[src/rtl/pmc_pkg.sv]
package pmc_pkg;
  typedef enum logic [2:0] {
    MODE_NORMAL = 3'd0,
    MODE_IDLE   = 3'd1,
    MODE_ARM    = 3'd2,
    MODE_PD     = 3'd3,
    MODE_WAKE   = 3'd4
  } mode_e;

  typedef enum logic [1:0] {
    CAUSE_RESET = 2'b00,
    CAUSE_TIC   = 2'b01,
    CAUSE_SER   = 2'b10,
    CAUSE_EXT   = 2'b11
  } cause_e;

  localparam int unsigned N_SRC = 3;
endpackage

[src/rtl/pmc_wake_qual.sv]
module pmc_wake_qual
  import pmc_pkg::*;
(
  input  mode_e              mode_i,
  input  logic [N_SRC-1:0]   src_i,
  input  logic [N_SRC-1:0]   idle_en_i,
  input  logic [N_SRC-1:0]   pd_en_i,
  output logic               wake_o,
  output cause_e             cause_o
);
  logic [N_SRC-1:0] qual;

  always_comb begin
    unique case (mode_i)
      MODE_IDLE: qual = src_i & idle_en_i;
      MODE_PD:   qual = src_i & pd_en_i;
      default:   qual = '0;
    endcase
  end

  // lowest index wins
  always_comb begin
    cause_o = CAUSE_RESET;
    for (int i = N_SRC - 1; i >= 0; i--) begin
      if (qual[i]) cause_o = cause_e'(i + 1);
    end
  end

  assign wake_o = |qual;
endmodule

[src/rtl/pmc_entry_guard.sv]
module pmc_entry_guard #(
  parameter int unsigned GUARD_CYC = 2
) (
  input  logic clk_i,
  input  logic rst_ni,
  input  logic ext_irq_ni,
  output logic ext_low_o,
  output logic recent_low_o
);
  logic [GUARD_CYC-1:0] hist_q;

  assign ext_low_o = ~ext_irq_ni;

  generate
    if (GUARD_CYC == 1) begin : g_one
      always_ff @(posedge clk_i or negedge rst_ni) begin
        if (!rst_ni) hist_q <= '0;
        else         hist_q <= ext_low_o;
      end
    end else begin : g_many
      always_ff @(posedge clk_i or negedge rst_ni) begin
        if (!rst_ni) hist_q <= '0;
        else         hist_q <= {hist_q[GUARD_CYC-2:0], ext_low_o};
      end
    end
  endgenerate

  assign recent_low_o = ext_low_o | (|hist_q);
endmodule

[src/rtl/pmc_clk_gate.sv]
module pmc_clk_gate
  import pmc_pkg::*;
(
  input  mode_e mode_i,
  input  logic  osc_pd_i,
  input  logic  tic_keep_i,
  output logic  core_en_o,
  output logic  periph_en_o,
  output logic  clkgen_en_o,
  output logic  osc_en_o,
  output logic  tic_en_o,
  output logic  ana_hiz_o
);
  always_comb begin
    core_en_o   = 1'b0;
    periph_en_o = 1'b1;
    clkgen_en_o = 1'b1;
    osc_en_o    = 1'b1;
    tic_en_o    = 1'b1;
    ana_hiz_o   = 1'b0;
    unique case (mode_i)
      MODE_NORMAL: core_en_o = 1'b1;
      MODE_PD: begin
        periph_en_o = 1'b0;
        clkgen_en_o = 1'b0;
        osc_en_o    = ~osc_pd_i;
        tic_en_o    = tic_keep_i;
        ana_hiz_o   = 1'b1;
      end
      default: ;
    endcase
  end
endmodule

[src/rtl/pmc_top.sv]
module pmc_top
  import pmc_pkg::*;
#(
  parameter int unsigned GUARD_CYC = 2
) (
  input  logic       clk_i,
  input  logic       rst_ni,
  input  logic       idle_req_i,
  input  logic       pd_req_i,
  input  logic       osc_pd_i,
  input  logic       tic_keep_i,
  input  logic       ser_pd_wake_en_i,
  input  logic       ext_pd_wake_en_i,
  input  logic [2:0] irq_en_i,
  input  logic       tic_irq_i,
  input  logic       ser_irq_i,
  input  logic       ext_irq_ni,
  output logic [2:0] mode_o,
  output logic       core_clk_en_o,
  output logic       periph_clk_en_o,
  output logic       clkgen_en_o,
  output logic       osc_en_o,
  output logic       tic_clk_en_o,
  output logic       ana_hiz_o,
  output logic [1:0] wake_cause_o,
  output logic       pd_viol_o
);
  localparam int unsigned CNT_W = (GUARD_CYC > 1) ? $clog2(GUARD_CYC) : 1;
  localparam logic [CNT_W-1:0] CNT_LOAD = CNT_W'(GUARD_CYC - 1);

  mode_e            mode_q;
  cause_e           cause_q, wake_cause;
  logic [CNT_W-1:0] cnt_q;
  logic             viol_q, osc_pd_q, tic_keep_q;
  logic             ext_low, recent_low, wake;

  pmc_entry_guard #(.GUARD_CYC(GUARD_CYC)) u_guard (
    .clk_i        (clk_i),
    .rst_ni       (rst_ni),
    .ext_irq_ni   (ext_irq_ni),
    .ext_low_o    (ext_low),
    .recent_low_o (recent_low)
  );

  pmc_wake_qual u_qual (
    .mode_i    (mode_q),
    .src_i     ({ext_low, ser_irq_i, tic_irq_i}),
    .idle_en_i (irq_en_i),
    .pd_en_i   ({ext_pd_wake_en_i, ser_pd_wake_en_i, tic_keep_q}),
    .wake_o    (wake),
    .cause_o   (wake_cause)
  );

  always_ff @(posedge clk_i or negedge rst_ni) begin
    if (!rst_ni) begin
      mode_q     <= MODE_NORMAL;
      cause_q    <= CAUSE_RESET;
      cnt_q      <= '0;
      viol_q     <= 1'b0;
      osc_pd_q   <= 1'b0;
      tic_keep_q <= 1'b1;
    end else begin
      viol_q <= 1'b0;
      unique case (mode_q)
        MODE_NORMAL: begin
          if (pd_req_i) begin
            if (recent_low) begin
              viol_q <= 1'b1;
            end else begin
              mode_q     <= MODE_ARM;
              cnt_q      <= CNT_LOAD;
              osc_pd_q   <= osc_pd_i;
              tic_keep_q <= tic_keep_i;
            end
          end else if (idle_req_i) begin
            mode_q <= MODE_IDLE;
          end
        end
        MODE_ARM: begin
          if (ext_low) begin
            mode_q <= MODE_NORMAL;
            viol_q <= 1'b1;
          end else if (cnt_q == '0) begin
            mode_q <= MODE_PD;
          end else begin
            cnt_q <= cnt_q - 1'b1;
          end
        end
        MODE_IDLE, MODE_PD: begin
          if (wake) begin
            mode_q  <= MODE_WAKE;
            cause_q <= wake_cause;
          end
        end
        default: mode_q <= MODE_NORMAL;
      endcase
    end
  end

  pmc_clk_gate u_gate (
    .mode_i      (mode_q),
    .osc_pd_i    (osc_pd_q),
    .tic_keep_i  (tic_keep_q),
    .core_en_o   (core_clk_en_o),
    .periph_en_o (periph_clk_en_o),
    .clkgen_en_o (clkgen_en_o),
    .osc_en_o    (osc_en_o),
    .tic_en_o    (tic_clk_en_o),
    .ana_hiz_o   (ana_hiz_o)
  );

  assign mode_o       = mode_q;
  assign wake_cause_o = cause_q;
  assign pd_viol_o    = viol_q;
endmodule

[config.mk]
export PLATFORM = sky130hd
export DESIGN_NAME = pmc_top
export DESIGN_NICKNAME = d
export VERILOG_FILES = /design/src/rtl/pmc_pkg.sv /design/src/rtl/pmc_wake_qual.sv /design/src/rtl/pmc_entry_guard.sv /design/src/rtl/pmc_clk_gate.sv /design/src/rtl/pmc_top.sv
export SDC_FILE = /design/constraint.sdc
export NUM_CORES = 1
export LEC_CHECK = 0
export BUFFER_PORTS_ARGS = -buffer_cell sky130_fd_sc_hd__buf_4
export CAP_MARGIN = 10
export CORE_AREA = 10 10 47 49
export DETAILED_ROUTE_END_ITERATION = 10
export DIE_AREA = 0 0 57 59
export PLACE_DENSITY = 0.76
export SLEW_MARGIN = 20
export SYNTH_ARGS = -nofsm -noshare
export SYNTH_HDL_FRONTEND = slang
export SYNTH_SLANG_ARGS = --single-unit
[constraint.sdc]
create_clock -name clk_i -period 3.3 [get_ports clk_i]
set_input_delay 0.66 -clock clk_i [delete_from_list [all_inputs] [get_ports clk_i]]
set_output_delay 0.66 -clock clk_i [all_outputs]
set_load 0.005 [all_outputs]
==> results of run 1 <==
==> layer usage <==
layer	share of wire	global-route usage
met5	0	0
met4	0.016	0.0403
met3	0.10	0.0451
met2	0.45	0.141
met1	0.43	0.0907
==> synthesized netlist by cell type <==
library cell and instances:
a211oi_1 1, a21oi_1 1, a2bb2oi_1 1, a31oi_1 2
a32o_2 1, and3_1 2, and4b_1 1, buf_4 1
buf_6 1, clkbuf_2 1, dfrtp_1 10, dfstp_2 1
inv_1 4, mux2_2 3, mux2_4 2, nand2_1 2
nand2b_1 1, nand3_1 2, nor2_1 3, nor2b_1 1
nor3b_1 2, o211ai_1 1, o21a_1 1, o21ai_0 1
o21bai_1 1, o31ai_2 1, o32ai_2 1, or2_2 1
==> cells by family (layout without fill, tap and decap cells) <==
kind of cell           count (synthesis)  count (layout)
and+or+nand+nor                       15              15
DFF                                   11              11
buffers and inverters                  7              33
muxes                                  5               5
AOI/OAI and AO/OA                     12              12
==> flip-flops by register name, indices dropped and copies added, names as in the netlist <==
| name | flops |
|---|---|
| cnt_q | 1 |
| mode_o | 3 |
| osc_pd_q | 1 |
| pd_viol_o | 1 |
| u_guard.hist_q | 2 |
| wake_cause_o | 2 |
| tic_keep_q | 1 |
==> final timing paths <==
path / end / start / cells after the start / slack (ns)
min in group clk_i: u_guard.hist_q[1]$_DFF_PN0_ / u_guard.hist_q[0]$_DFF_PN0_ / 0 / 0.42
worst min register to register: u_guard.hist_q[1]$_DFF_PN0_ / u_guard.hist_q[0]$_DFF_PN0_ / 0 / 0.42
max in group asynchronous: tic_keep_q$_DFFE_PN1P_ / rst_ni / 1 / 2.86
worst max-delay path: tic_clk_en_o / mode_o[2]$_DFFE_PN0P_ / 4 / 0.95
worst max register to register: mode_o[0]$_DFFE_PN0P_ / mode_o[1]$_DFFE_PN0P_ / 3 / 1.69
worst min-delay path: cnt_q$_DFFE_PN0P_ / rst_ni / 1 / 0.21
==> layout make-up <==
cell class | instances | area, um2 | share of cell area
flip-flops and latches | 11 | 277 | 0.356
multi-input cells | 32 | 250 | 0.322
repair buffers | 25 | 188 | 0.242
clock buffers | 3 | 22.5 | 0.0290
well taps | 16 | 20.0 | 0.0258
inverters | 4 | 15.0 | 0.0193
clock inverters | 1 | 5.00 | 0.00644
==> report_power, final <==
group          total, mW  internal [mW]  switching [mW]  leakage, nW
Combinational      0.219          0.126          0.0929        0.239
Clock             0.0883         0.0448          0.0436       0.0177
Sequential         0.224          0.188          0.0354        0.132
Total              0.531          0.359           0.172        0.389
==> results by group, run 1 <==
Critical path
  • Crit path cell chain: nor2b_1 > nand2_1 > or2_2 > buf_4
  • Slowest CP cell: dfrtp_1
  • Endpoint class of the critical path: primary output
  • Arrival time worst endpoint: 1.69 ns
  • Critical path required time: 2.64 ns
  • Crit-path leading delay family: simple AND/OR/NAND/NOR gates
  • Startpoint Class: flop
  • WP buf/inv: 1
  • CP max FO: 7
  • Setup Crit Path Kind: flop to primary output
  • CP max stage delay: 0.41 ns

Routing
  • Antenna Violating Nets Remaining: 0
  • DRT Pass-1 Iters: 4
  • First DRT Iteration DRCs: 11
  • Drt drc: 0
  • WL/cell: 14.4 um
  • Vias per Instance: 5.18
  • Drt total wl: 1.32 mm
  • Via Count: 477

Timing
  • WHS: 0.209 ns
  • Final setup viols: 0
  • Worst Tran Pin Value: 0.432 ns
  • Period utilization: 0.712
  • Slew headroom: 0.712
  • RSZ-0062 raised after global routing: false
  • Final hold violation count: 0
  • F_max: 426 MHz
  • Max Transition Viols Final: 0
  • Setup_tns: 0 ns
  • Setup ws final: 0.951 ns
  • Clock Skew: 0.00611 ns
  • Min Clock Period, post-route: 2.35 ns

Floorplan
  • Die H: 59 um
  • Starting Density: 0.404
  • Die width: 57 um
  • Standard-cell row count: 14
  • DIE AREA: 3360 um2
  • Core ar.: 1400 um2
  • Ports: 26

Finish
  • Post-route cell area: 777 um2
  • FILL cells: 135
  • Antenna diodes: 0
  • Post-Layout Cell Count: 92
  • Most frequent cells in the layout: 25 x buf_4, 10 x dfrtp_1, 4 x inv_1
  • Layout area overhead: 37.4%
  • Share of layout cells above drive strength 1: 0.513
  • Commonest non-fill, non-tap cell in the layout: buf_4
  • Post-Route Utilization: 0.554
  • NumNets Final: 91

Placement
  • Area after DPL: 749 um2
  • Inst Count DP: 88
  • Dpl hpwl: 1.13 mm
  • Input/output buffers: 25
  • Routability congestion estimate: 0.786
  • Place WS: 1.25 ns

Logic synthesis
  • Synth area leader: dfrtp_1
  • Ys Warns: 0
  • Synth Register Bits: 11
  • Xor and xnor fraction of the mapped netlist area: 0
  • Post-synthesis adder-cell area fraction: 0
  • Main combinational cell family by area after synthesis: compound AO/OA/AOI/OAI gates
  • Synthesized area per cell: 11.3 um2
  • Simple-gate share of the synthesized area: 0.150
  • Post-synth net total: 64
  • Synth Instances: 50
  • Synth Area in Compound Gates: 0.179
  • Post-synth cell types: 28
  • Multiplexer area fraction after synthesis: 0.113
  • Top post-synthesis cells by area: dfrtp_1 44%, mux2_2 6.0%, mux2_4 5.3%
  • Synth top area share: 0.442
  • Sequential area share after synthesis: 0.489
  • Synthesized area: 566 um2

Clock tree
  • Clock Root Buffer: clkbuf_4
  • # hold bufs at CTS: 0
  • Clock Pin Slew Worst Setup and Hold Paths: 0.07 ns
  • H-Tree Depth: 1
  • CTS Buf Count: 3
  • CTS tree: built
  • Clock buffer depth: 2
  • Worst skew pair latency: 0.26 ns
  • Setup repair bufs after CTS: 0
  • Clk sink count: 11
  • Post_cts resized: 0

Pwr
  • Final total power: 0.531 mW
  • PwrDens: 684 nW/um2
  • Peak VDD IR: 323 uV
  • P_leak: 0.389 nW

Global routing
  • First-pass GRT wire length: 2.35 mm
  • Vias in the first global route: 535
  • Grt ovf: 0
  • Initial antenna violation count: 0
  • Largest net degree at the start of global routing: 14
  • Overall Global Routing Usage: 0.0865

Status
  • Status: completed

Hold path
  • Worst Hold Class: input port to async pin

Flow run
  • Max-cap violations: 0
No activity file was read; power rests on OpenSTA's default activity.
==> run 2: changes to the inputs <==
CORE_AREA = default   (was 10 10 47 49)
CORE_MARGIN = 10   (was default)
CORE_UTILIZATION = 39   (was default)
DIE_AREA = default   (was 0 0 57 59)
PLACE_DENSITY = 0.73   (was 0.76)
clock period = 1.9 ns   (was 3.3 ns; I/O delays follow)
==> run 2 against run 1 <==
  * Routed wire length up 8.4%
  * Hold slack better by 0.098 ns
  * Highest routed layer unchanged
  * Global-route usage is 0.19 points lower
  * Critical endpoint unchanged
  * Register-to-register slack lost 1.3 ns
  * Sequential power rose by 72%
  * Utilization grew 5.1 points
  * Cell count up 3.3%
  * Sequential share of layout area is 1.3 points lower
  * Via count grew 2.1%
  * First-iteration DRC count increased by 27%
  * Combinational power up 88%
==> results by group, run 2 (synthesis gave the netlist of run 1 again) <==
Clock tree
  • Clock buffer depth: 2 (unchanged)
  • Post_cts resized: 0 (unchanged)
  • Setup repair bufs after CTS: 0 (unchanged)
  • H-Tree Depth: 1 (unchanged)
  • Worst skew pair latency: 0.27 ns (was 0.26 ns)
  • Clock Root Buffer: clkbuf_4 (unchanged)
  • CTS Buf Count: 3 (unchanged)
  • CTS tree: built (unchanged)
  • Clk sink count: 11 (unchanged)
  • Clock Pin Slew Worst Setup and Hold Paths: 0.07 ns (about the same)

Finish
  • NumNets Final: 95 (was 91)
  • Layout area overhead: 42.7% (was 37.4%)
  • Most frequent cells in the layout: 28 x buf_4, 10 x dfrtp_1, 4 x inv_1 (was 25 x buf_4, 10 x dfrtp_1, 4 x inv_1)
  • Share of layout cells above drive strength 1: 0.513 (about the same)
  • Post-Layout Cell Count: 95 (was 92)
  • Commonest non-fill, non-tap cell in the layout: buf_4 (unchanged)
  • Antenna diodes: 0 (unchanged)
  • Max FFs per register: 3 (unchanged)

Routing
  • Vias per Instance: 5.13 (was 5.18)
  • Drt total wl: 1.44 mm (was 1.32 mm)
  • Drt drc: 0 (unchanged)
  • DRT Pass-1 Iters: 4 (unchanged)
  • WL/cell: 15.1 um (was 14.4 um)
  • Via Count: 487 (was 477)
  • First DRT Iteration DRCs: 14 (was 11)
  • Antenna Violating Nets Remaining: 0 (unchanged)

Hold path
  • Worst hold stages: 2
  • Worst Hold Class: input port to flop (was input port to async pin)
  • Hold Startpoint: ext_irq_ni
  • End of the worst hold path: u_guard.hist_q[0]$_DFF_PN0_

Timing
  • Final setup viols: 0 (unchanged)
  • Setup_tns: 0 ns (unchanged)
  • RSZ-0062 raised after global routing: false (unchanged)
  • Worst Tran Pin Value: 0.325 ns (was 0.432 ns)
  • Final hold violation count: 0 (unchanged)
  • Setup ws final: 0.124 ns (was 0.951 ns)
  • Min Clock Period, post-route: 1.78 ns
  • WHS: 0.307 ns (was 0.209 ns)
  • Max Transition Viols Final: 0 (unchanged)
  • Period utilization: 0.935
  • F_max: 563 MHz
  • Clock Skew: 0.00224 ns (was 0.00611 ns)
  • Slew headroom: 0.783 (was 0.712)

Floorplan
  • Die H: 58.1 um (was 59 um)
  • Standard-cell row count: 13 (was 14)
  • Starting Density: 0.424 (was 0.404)
  • DIE AREA: 3370 um2 (was 3360 um2)
  • Ports: 26 (unchanged)
  • Die width: 58.1 um (was 57 um)
  • Core ar.: 1330 um2 (was 1400 um2)

Critical path
  • Crit-path leading delay family: simple AND/OR/NAND/NOR gates (unchanged)
  • Crit path cell chain: nor2b_1 > nand2_1 > or2_2 > buf_4 (unchanged)
  • Startpoint Class: flop (unchanged)
  • Endpoint class of the critical path: primary output (unchanged)
  • CP max stage delay: 0.40 ns (was 0.41 ns)
  • Setup Crit Path Kind: flop to primary output (unchanged)
  • WP buf/inv: 1 (unchanged)
  • R2R Path End: mode_o[0]$_DFFE_PN0P_ (unchanged)
  • Reg2reg setup slack: 0.40 ns (was 1.69 ns)
  • CP max FO: 4 (was 7)
  • Slowest CP cell: dfrtp_1 (unchanged)
  • Arrival time worst endpoint: 1.40 ns (was 1.69 ns)
  • FF-to-FF path depth: 3 (unchanged)
  • R2r startpoint: mode_o[1]$_DFFE_PN0P_ (unchanged)
  • Critical path required time: 1.52 ns (was 2.64 ns)
  • Setup crit start: mode_o[2]$_DFFE_PN0P_ (unchanged)

Global routing
  • First-pass GRT wire length: 2.24 mm (was 2.35 mm)
  • Overall Global Routing Usage: 0.0846 (was 0.0865)
  • Initial antenna violation count: 0 (unchanged)
  • Largest net degree at the start of global routing: 12 (was 14)
  • Grt ovf: 0 (unchanged)
  • Vias in the first global route: 508 (was 535)

Placement
  • Place WS: 0.391 ns (was 1.25 ns)
  • Input/output buffers: 25 (unchanged)
  • Routability congestion estimate: 0.732 (was 0.786)
  • Dpl hpwl: 1.17 mm (was 1.13 mm)
  • Inst Count DP: 90 (was 88)

Pwr
  • Peak VDD IR: 621 uV (was 323 uV)
  • P_leak: 0.405 nW (was 0.389 nW)
  • PwrDens: 1190 nW/um2 (was 684 nW/um2)
  • Final total power: 0.960 mW (was 0.531 mW)

Flow run
  • Max-cap violations: 0 (unchanged)

Status
  • Status: completed (unchanged)
-- run 2: changes by cell type in the layout (fill, tap and decap cells not counted) --
cell / delta
buf_4: +3
clkbuf_1: +1
clkinv_2: -1
dlygate4sd3_1: +1
-- run 2: what timing repair did --
item / in CTS / in global routing
endpoints found under the hold margin: 10 / 0
setup endpoints to repair: 0 / 0
hold buffers: 1 / 0
-- run 2: worst max path at each step --
| stage | cells after the start | end |
|---|---|---|
| after floorplan | 3 | tic_clk_en_o |
| after global placement | 4 | tic_clk_en_o |
| after detailed placement | 4 | osc_pd_q$_DFFE_PN0P_ |
| after CTS | 4 | tic_clk_en_o |
| after global routing | 4 | tic_clk_en_o |
| final | 4 | tic_clk_en_o |
-- run 2: layout make-up --
class	count	area, um2
Inverter	4	15.0
Timing Repair Buffer	29	220
Multi-Input combinational cell	32	250
Clock buffer	4	26.3
Tap cell	15	18.8
Sequential cell	11	277
Fill cell	118	527
-- run 2: layer usage --
metal  routed length [um]  track usage  up-vias
met3                  147       0.0588        2
met2                  645        0.133       22
met5                    0            0        -
met4                   14       0.0302        0
li1                     -            -      240
met1                  627       0.0865      223
-- run 2: stage by stage --
stage	instance area, um2	utilization
2_1_floorplan	566	-
3_3_place_gp	771	0.578
3_5_place_dp	771	0.578
4_1_cts	807	0.605
5_1_grt	807	0.605
6_report	807	0.605
-- run 2: power breakdown --
| part | internal (mW) | total, mW | switching [mW] | leakage, nW |
|---|---|---|---|---|
| clock network | 0.0815 | 0.163 | 0.0816 | 0.0150 |
| registers | 0.328 | 0.385 | 0.0577 | 0.132 |
| logic | 0.240 | 0.412 | 0.172 | 0.258 |
| total | 0.649 | 0.960 | 0.312 | 0.405 |
-- run 2: worst reg2reg max path, stage by stage, from the launching register on --
cell,delay (ns)
dfrtp_1,0.51
mux2_2,0.39
a32o_2,0.27
o32ai_2,0.25
==> run 3: changes to the inputs <==
--- a/constraint.sdc
+++ b/constraint.sdc
@@ -3,2 +3,2 @@
 set_output_delay 0.38 -clock clk_i [all_outputs]
-set_load 0.005 [all_outputs]
+set_load 0.01 [all_outputs]
==> run 3 against run 2 <==
  * Final area is 0.16% higher
  * Setup slack better by 0.0067 ns
  * Cell count stayed put
  * Hold slack worse by 0.0012 ns
  * Clock-buffer cell count is 1 lower
  * Largest cell class unchanged
  * Largest power group unchanged
  * Highest routed layer unchanged
==> results by group, run 3 (synthesis gave the netlist of run 1 again) <==
Global routing
  • Vias in the first global route: 519 (was 508)
  • Largest net degree at the start of global routing: 12 (unchanged)
  • Grt ovf: 0 (unchanged)
  • First-pass GRT wire length: 2.29 mm (was 2.24 mm)
  • Overall Global Routing Usage: 0.0841 (was 0.0846)
  • Initial antenna violation count: 0 (unchanged)

Finish
  • NumNets Final: 95 (unchanged)
  • Antenna diodes: 0 (unchanged)
  • Most frequent cells in the layout: 28 x buf_4, 10 x dfrtp_1, 4 x inv_1 (unchanged)
  • Max FFs per register: 3 (unchanged)
  • Share of layout cells above drive strength 1: 0.525 (was 0.513)
  • Commonest non-fill, non-tap cell in the layout: buf_4 (unchanged)
  • Layout area overhead: 42.9% (was 42.7%)

Floorplan
  • Die width: 58.1 um (unchanged)
  • Starting Density: 0.424 (unchanged)
  • Standard-cell row count: 13 (unchanged)
  • Ports: 26 (unchanged)
  • Core ar.: 1330 um2 (unchanged)
  • Die H: 58.1 um (unchanged)
  • DIE AREA: 3370 um2 (unchanged)

Placement
  • Place WS: 0.390 ns (was 0.391 ns)
  • Input/output buffers: 25 (unchanged)
  • Routability congestion estimate: 0.727 (was 0.732)
  • Dpl hpwl: 1.18 mm (was 1.17 mm)

Clock tree
  • Setup repair bufs after CTS: 0 (unchanged)
  • Clock Root Buffer: clkbuf_4 (unchanged)
  • Clk sink count: 11 (unchanged)
  • Worst skew pair latency: 0.27 ns (about the same)
  • Clock Pin Slew Worst Setup and Hold Paths: 0.07 ns (about the same)
  • CTS Buf Count: 3 (unchanged)
  • H-Tree Depth: 1 (unchanged)
  • CTS tree: built (unchanged)
  • Clock buffer depth: 2 (unchanged)

Timing
  • RSZ-0062 raised after global routing: false (unchanged)
  • Max Transition Viols Final: 0 (unchanged)
  • Setup_tns: 0 ns (unchanged)
  • WHS: 0.306 ns (was 0.307 ns)
  • F_max: 565 MHz (was 563 MHz)
  • Period utilization: 0.931 (was 0.935)
  • Min Clock Period, post-route: 1.77 ns (was 1.78 ns)
  • Worst Tran Pin Value: 0.320 ns (was 0.325 ns)
  • Setup ws final: 0.130 ns (was 0.124 ns)
  • Slew headroom: 0.786 (was 0.783)
  • Final hold violation count: 0 (unchanged)
  • Clock Skew: 0.00207 ns (was 0.00224 ns)
  • Final setup viols: 0 (unchanged)

Critical path
  • R2r startpoint: mode_o[1]$_DFFE_PN0P_ (unchanged)
  • Arrival time worst endpoint: 1.39 ns (was 1.40 ns)
  • CP max FO: 4 (unchanged)
  • Critical path required time: 1.52 ns (about the same)
  • Startpoint Class: flop (unchanged)
  • Endpoint class of the critical path: primary output (unchanged)
  • Setup crit start: mode_o[0]$_DFFE_PN0P_ (was mode_o[2]$_DFFE_PN0P_)
  • Setup Crit Path Kind: flop to primary output (unchanged)

Pwr
  • Clock power share: 0.164 (was 0.170)
  • Net Switching: 0.342 mW (was 0.312 mW)
  • P_leak: 0.407 nW (was 0.405 nW)
  • Peak VDD IR: 703 uV (was 621 uV)
  • Internal: 0.647 mW (was 0.649 mW)
  • Final total power: 0.989 mW (was 0.960 mW)
  • Comb power frac: 0.447 (was 0.429)
  • Flop pwr share: 0.389 (was 0.401)
  • Net Sw Frac: 0.346 (was 0.324)
  • PwrDens: 1220 nW/um2 (was 1190 nW/um2)

Hold path
  • Worst Hold Class: input port to flop (unchanged)
  • Hold Startpoint: ext_irq_ni (unchanged)

Routing
  • Met3 Wirelength: 156 um (was 147 um)
  • Drt total wl: 1.44 mm (about the same)
  • DRT Pass-1 Iters: 3 (was 4)
  • WL/cell: 15.1 um (about the same)
  • First DRT Iteration DRCs: 6 (was 14)
  • Vias per Instance: 5.22 (was 5.13)
  • Drt drc: 0 (unchanged)
  • Met2 Routed Length: 615 um (was 645 um)
  • Top layer in use: met4 (unchanged)
  • Antenna Violating Nets Remaining: 0 (unchanged)
  • Via Count: 496 (was 487)
  • Met1 WL: 652 um (was 627 um)

Flow run
  • Max-cap violations: 0 (unchanged)

Status
  • Status: completed (unchanged)
==> run 3: path summary, 6_finish.rpt <==
check,end,slack [ns],depth (start not counted)
max reg2reg,mode_o[0]$_DFFE_PN0P_,0.39,3
min,u_guard.hist_q[0]$_DFF_PN0_,0.31,2
max,tic_clk_en_o,0.13,4
min in group asynchronous,osc_pd_q$_DFFE_PN0P_,0.47,2
max in group asynchronous,tic_keep_q$_DFFE_PN1P_,1.20,2
min reg2reg,u_guard.hist_q[1]$_DFF_PN0_,0.41,0
==> run 3: through the flow <==
stage	instances	utilization	area, um2
2_1_floorplan	50	-	566
3_3_place_gp	90	0.578	771
3_5_place_dp	90	0.578	771
4_1_cts	95	0.606	808
5_1_grt	95	0.606	808
6_report	95	0.606	808
==> run 3: power by group through the flow <==
stage | sequential, mW | clock (mW) | combinational, mW
after floorplan | 0.402 | 0 | 0.234
after global placement | 0.388 | 0 | 0.442
after detailed placement | 0.392 | 0 | 0.448
after CTS | 0.388 | 0.165 | 0.450
after global routing | 0.398 | 0.176 | 0.483
final | 0.385 | 0.162 | 0.442
==> run 3: area by class of cell <==
class                           instances  area [um2]
Inverter                                4        15.0
Clock buffer                            3        22.5
Fill cell                             130         526
Multi-Input combinational cell         32         250
Clock inverter                          1        5.00
Timing Repair Buffer                   29         220
Sequential cell                        11         277
Tap cell                               15        18.8
==> run 3: repair_timing <==
action,in CTS,in global routing
hold buffers,1,0
resized for setup,0,0
endpoints found under the hold margin,10,0
==> run 3: worst max-delay path, cell delays in order, from the launching register on <==
cell     delay, ns
dfrtp_1       0.38
nor2b_1       0.21
nand2_1       0.09
or2_2         0.29
buf_4         0.15
==> run 3: routing by layer <==
layer | vias to the layer above | GRT usage
li1 | 241 | -
met1 | 232 | 0.0937
met2 | 21 | 0.130
met5 | - | 0
met3 | 2 | 0.0479
met4 | 0 | 0.0302
